[config.mk]
export PLATFORM = sky130hd
export DESIGN_NAME = tx_retry_ctl
export DESIGN_NICKNAME = d
export VERILOG_FILES = /design/src/rtl/tx_retry_ctl.sv
export SDC_FILE = /design/constraint.sdc
export NUM_CORES = 1
export LEC_CHECK = 0
export ABC_CLOCK_PERIOD_IN_PS = 3100
export BUFFER_PORTS_ARGS = -buffer_cell sky130_fd_sc_hd__clkbuf_2
export CORE_MARGIN = 4
export CORE_UTILIZATION = 53
export CTS_CLUSTER_SIZE = 20
export DETAILED_ROUTE_END_ITERATION = 10
export PLACE_DENSITY_LB_ADDON = 0.2
export SLEW_MARGIN = 25
export SYNTH_ARGS = -nofsm -noshare
export SYNTH_HDL_FRONTEND = slang
export SYNTH_SLANG_ARGS = --single-unit
[constraint.sdc]
create_clock -name clk -period 3.1 [get_ports clk]
set_input_delay 0.62 -clock clk [delete_from_list [all_inputs] [get_ports clk]]
set_output_delay 0.62 -clock clk [all_outputs]
set_load 0.02 [all_outputs]
[src/rtl/tx_retry_ctl.sv]
module tx_retry_ctl #(
  parameter int MAX_ATTEMPTS = 16,
  parameter int BACKOFF_CAP  = 10,
  parameter int SLOT_CYCLES  = 4,
  localparam int CNT_W  = $clog2(MAX_ATTEMPTS),
  localparam int BO_W   = BACKOFF_CAP
) (
  input  logic             clk,
  input  logic             rst_n,
  input  logic             ctl_stopped,
  input  logic             cfg_wr,
  input  logic             cfg_dis_retry,
  input  logic             cfg_force_coll,
  input  logic             cfg_int_loop,
  input  logic             cfg_dis_fcs,
  input  logic             frame_req,
  input  logic             frame_add_fcs,
  input  logic             mac_coll,
  input  logic             mac_done,
  output logic             attempt_start,
  output logic             busy,
  output logic             protect_head,
  output logic             append_fcs,
  output logic             tx_ok,
  output logic             retry_error,
  output logic [CNT_W-1:0] attempt_cnt,
  output logic [BO_W-1:0]  bo_slots
);

  localparam int WAIT_W = BO_W + $clog2(SLOT_CYCLES + 1);
  localparam int K_W    = $clog2(BO_W + 1) + 1;

  typedef enum logic [1:0] {S_IDLE, S_START, S_ACTIVE, S_BACKOFF} st_t;

  st_t              st;
  logic             dis_retry, force_coll, int_loop, dis_fcs, frm_fcs;
  logic [15:0]      lfsr;
  logic [WAIT_W-1:0] wait_q;

  // mode register, writable only while halted
  always_ff @(posedge clk or negedge rst_n) begin
    if (!rst_n) begin
      dis_retry  <= 1'b0;
      force_coll <= 1'b0;
      int_loop   <= 1'b0;
      dis_fcs    <= 1'b0;
    end else if (cfg_wr && ctl_stopped) begin
      dis_retry  <= cfg_dis_retry;
      force_coll <= cfg_force_coll;
      int_loop   <= cfg_int_loop;
      dis_fcs    <= cfg_dis_fcs;
    end
  end

  always_ff @(posedge clk or negedge rst_n) begin
    if (!rst_n) lfsr <= 16'hACE1;
    else        lfsr <= {lfsr[14:0], lfsr[15] ^ lfsr[13] ^ lfsr[12] ^ lfsr[10]};
  end

  logic             coll_eff, last_try;
  logic [K_W-1:0]   k_exp;
  logic [BO_W-1:0]  bo_mask, bo_draw;
  logic [CNT_W:0]   cnt_inc;

  assign coll_eff = mac_coll | (force_coll & int_loop);
  assign last_try = dis_retry ? (attempt_cnt == '0)
                              : (attempt_cnt == CNT_W'(MAX_ATTEMPTS - 1));
  assign cnt_inc  = {1'b0, attempt_cnt} + 1'b1;
  assign k_exp    = (cnt_inc > (CNT_W+1)'(BACKOFF_CAP)) ? K_W'(BACKOFF_CAP) : K_W'(cnt_inc);
  assign bo_mask  = {BO_W{1'b1}} >> (K_W'(BO_W) - k_exp);
  assign bo_draw  = lfsr[BO_W-1:0] & bo_mask;

  always_ff @(posedge clk or negedge rst_n) begin
    if (!rst_n) begin
      st          <= S_IDLE;
      attempt_cnt <= '0;
      bo_slots    <= '0;
      wait_q      <= '0;
      frm_fcs     <= 1'b0;
      tx_ok       <= 1'b0;
      retry_error <= 1'b0;
    end else begin
      tx_ok       <= 1'b0;
      retry_error <= 1'b0;
      case (st)
        S_IDLE: if (frame_req) begin
          st          <= S_START;
          attempt_cnt <= '0;
          frm_fcs     <= frame_add_fcs;
        end
        S_START: st <= S_ACTIVE;
        S_ACTIVE: begin
          if (coll_eff) begin
            if (last_try) begin
              retry_error <= 1'b1;
              st          <= S_IDLE;
            end else begin
              attempt_cnt <= attempt_cnt + 1'b1;
              bo_slots    <= bo_draw;
              wait_q      <= WAIT_W'(bo_draw) * WAIT_W'(SLOT_CYCLES);
              st          <= S_BACKOFF;
            end
          end else if (mac_done) begin
            tx_ok <= 1'b1;
            st    <= S_IDLE;
          end
        end
        S_BACKOFF: begin
          if (wait_q == '0) st <= S_START;
          else              wait_q <= wait_q - 1'b1;
        end
        default: st <= S_IDLE;
      endcase
    end
  end

  assign attempt_start = (st == S_START);
  assign busy          = (st != S_IDLE);
  assign protect_head  = busy & ~dis_retry;
  assign append_fcs    = ~dis_fcs | frm_fcs;

  assert_err_at_limit_R1: assert property (@(posedge clk) disable iff (!rst_n)
    retry_error |-> (attempt_cnt == ($past(dis_retry) ? '0 : CNT_W'(MAX_ATTEMPTS - 1))));

  assert_forced_never_ok_R4: assert property (@(posedge clk) disable iff (!rst_n)
    $past(force_coll && int_loop) |-> !tx_ok);

  assert_mode_locked_R7: assert property (@(posedge clk) disable iff (!rst_n)
    !ctl_stopped |=> $stable({dis_retry, force_coll, int_loop, dis_fcs}));

  assert_backoff_range_R8: assert property (@(posedge clk) disable iff (!rst_n)
    (st == S_BACKOFF && $past(st) == S_ACTIVE) |->
      ((bo_slots & ~({BO_W{1'b1}} >> (BO_W -
        ((attempt_cnt > CNT_W'(BACKOFF_CAP)) ? BACKOFF_CAP : int'(attempt_cnt))))) == '0));

  assert_one_result_R9: assert property (@(posedge clk) disable iff (!rst_n)
    !(tx_ok && retry_error));

  assert_ok_pulse_R9: assert property (@(posedge clk) disable iff (!rst_n)
    tx_ok |=> !tx_ok);

  assert_start_pulse_R10: assert property (@(posedge clk) disable iff (!rst_n)
    attempt_start |=> !attempt_start);

endmodule

==> out/metrics.csv <==
metric,value,unit
die_h,79.97,um
crit_path_max_fanout,13,
cts_tree,built,
cts_setup_buffers,0,
n_antenna_cell,0,
tritoncts.num_buffers,5,
cts.sinks,52,
postCtsHoldBufs,0,
final_util,62.85,%
ant_nets,0,
powerDensity,761.3,nW/um^2
vdd_drop_max,0.4028,mV
start_kind,flop,
syn_to_final_growth,11.71,%
tns,0,ps
fillers,434,
grt_usage,20.82,%
relSlewSlack,35.07,%
cp-end-kind,flop,
worst-endpoint-required,3280,ps
slew_viol_final,0,
dr.pass1.iters,4,
async_flop_share,100.0,%
grt_max_degree,38,
cts_resized,0,
layout-drive-gt1-share,25.60,%
grt_pass1_vias,2092,
cts-root-buf,clkbuf_8,
synth_nets,282,
route.detailed.wl_per_inst,16.59,um
gp_congestion,0.9303,
clkTransAtPathRegs,90,ps
use_met3,4.628,%
synth_flop_cell,dfrtp_1,
post-route-period-util,94.87,%
drt_wl_total,5973,um
slowest_delay,850,ps
timing.critical_path.buf_inv,1,
grt_antenna_before_repair,0,
grt-busiest-layer,met2,
cp_top_family,compound AO/OA/AOI/OAI gates,
clockBufferDepth,2,
min_period,2941,ps
avgSynthCellArea,10.56,um^2
cp_slowest_cell,a2111oi_0,
criticalPathCategory,flop to flop,
synth_area,2745,um^2
clk_latency,310,ps
dpl.hpwl,4333,um
worst_slew_pin_slew,949.3,ps
multi_input_area,1340,um^2
setup_viol,0,
fin_skew,7.679,ps
hold_viol_final,0,
yosys.area.top_type_share,40.11,%
cap_violations,0,
drc,0,
status,finished clean,
grt_first_pass_wirelength,10320,um
num-nets-final,314,
seqCellArea,1313,um^2
core,4880,um^2
drt_iter0_markers,126,
fp.dieArea,6395,um^2
yosysSeqAreaShare,47.77,%
synthTopCellsByArea,"dfrtp_1 40%, dfstp_2 7.7%, ha_1 4.6%, nand2_1 4.1%, o21ai_0 2.9%",
ys_top_cells_by_count,"44 x dfrtp_1, 30 x nand2_1, 16 x o21ai_0",
rsz0062_at_grt,false,
path_cells,inv_1 -> ha_1 -> nor2b_1 -> a2111oi_0 -> o32ai_1 -> o21ai_0 -> a221oi_1,
met1_usage,28.61,%
start_util,56.26,%
htreeDepth,2,
via_count,2119,
grt_overflow,0,
die_w,79.97,um
yosys.area.top_type,dfrtp_1,
io_buffers,31,
min_path_type,flop to flop,
synth-seq-cells,52,
num_rows,25,
p_leak,1.344,nW
arrival,3120,ps
io_pins,32,
synth.most_common_cell,dfrtp_1,
viasPerCell,5.886,
synth-edff-count,0,
fmax,340.0,MHz
grt.met2_usage,32.86,%
ys_types,66,
synth_warnings,0,
syn_inst,260,
-- layout by cell type, fill, tap and decap left out, types with 2 or more instances in the layout --
cell,instances
a211o_1,2
a21o_1,2
a21oi_1,10
a22o_1,2
and2_1,5
buf_4,4
clkbuf_2,30
clkbuf_8,5
dfrtp_1,43
dfstp_2,8
ha_1,9
inv_1,10
mux2_2,7
nand2_1,30
nand2b_1,5
nand2b_2,2
nand3_1,5
nand4b_1,2
nor2_1,8
nor2_2,2
nor2b_1,4
nor3_1,6
nor3b_1,2
nor4_1,2
o211a_1,2
o211ai_1,6
o21ai_0,15
o21ai_1,2
o311ai_0,6
o31ai_1,8
or2_2,2
or3_1,3
xnor2_1,3
xor2_1,3
-- layout make-up --
class / instances / share of cell area, %
clock buffers: 6 / 2.366
clock inverters: 2 / 1.142
inverters: 10 / 1.224
multi-input cells: 188 / 43.70
flip-flops and latches: 52 / 42.80
well taps: 67 / 2.734
repair buffers: 35 / 6.038
-- state kept, by name (all words and copies together), names as in the netlist --
signal / flops
lfsr: 16
force_coll: 1
int_loop: 1
tx_ok: 1
frm_fcs: 1
dis_fcs: 1
retry_error: 1
bo_slots: 10
st: 2
wait_q: 13
dis_retry: 1
attempt_cnt: 4
-- worst paths after layout --
kind,startpoint,end,slack [ps],cells after the start
setup / recovery,attempt_cnt[0],wait_q[2],160,7
hold / removal,lfsr[14],lfsr[15],360,0
setup reg to reg,attempt_cnt[0],wait_q[2],160,7
hold reg to reg,lfsr[14],lfsr[15],360,0
max in group asynchronous,rst_n,lfsr[6],1910,2
min in group asynchronous,rst_n,bo_slots[1],400,1
-- metrics by stage --
stage	hold WS, ps	instances	cell area, um^2	worst slack (ps)	power (mW)
2_1_floorplan	324.4	260	2745	295.2	1.626
3_5_place_dp	345.8	352	2955	158.4	1.859
3_3_place_gp	335.5	352	2955	277.2	1.835
6_report	358.7	360	3067	159.0	2.335
5_1_grt	379.3	360	3067	2.645	2.510
4_1_cts	359.4	360	3063	103.8	2.330
-- routing by layer --
layer  up-vias  wire [um]  part of all wire (%)
met5         -          0                     0
met4         0         82                   1.4
met3        10        319                   5.3
met2        62       2813                    47
met1      1018       2757                    46
li1       1029          -                     -
-- cells by family after synthesis --
group           Yosys count  synth area share [%]
mux                       8                 3.236
buf+inv                  20                 3.509
flops                    52                 47.77
xor+xnor                  6                 1.915
compound gates           74                 20.01
simple gates             90                 19.01
fa+ha+maj                10                 4.558
-- report_power, final --
| part | leakage [nW] | total, mW | internal [mW] | switching, mW |
|---|---|---|---|---|
| Clock | 0.0552 | 0.461 | 0.240 | 0.221 |
| Sequential | 0.667 | 0.917 | 0.784 | 0.133 |
| Combinational | 0.622 | 0.957 | 0.377 | 0.580 |
| Total | 1.34 | 2.33 | 1.40 | 0.933 |
(Power assumes the default switching activity.)
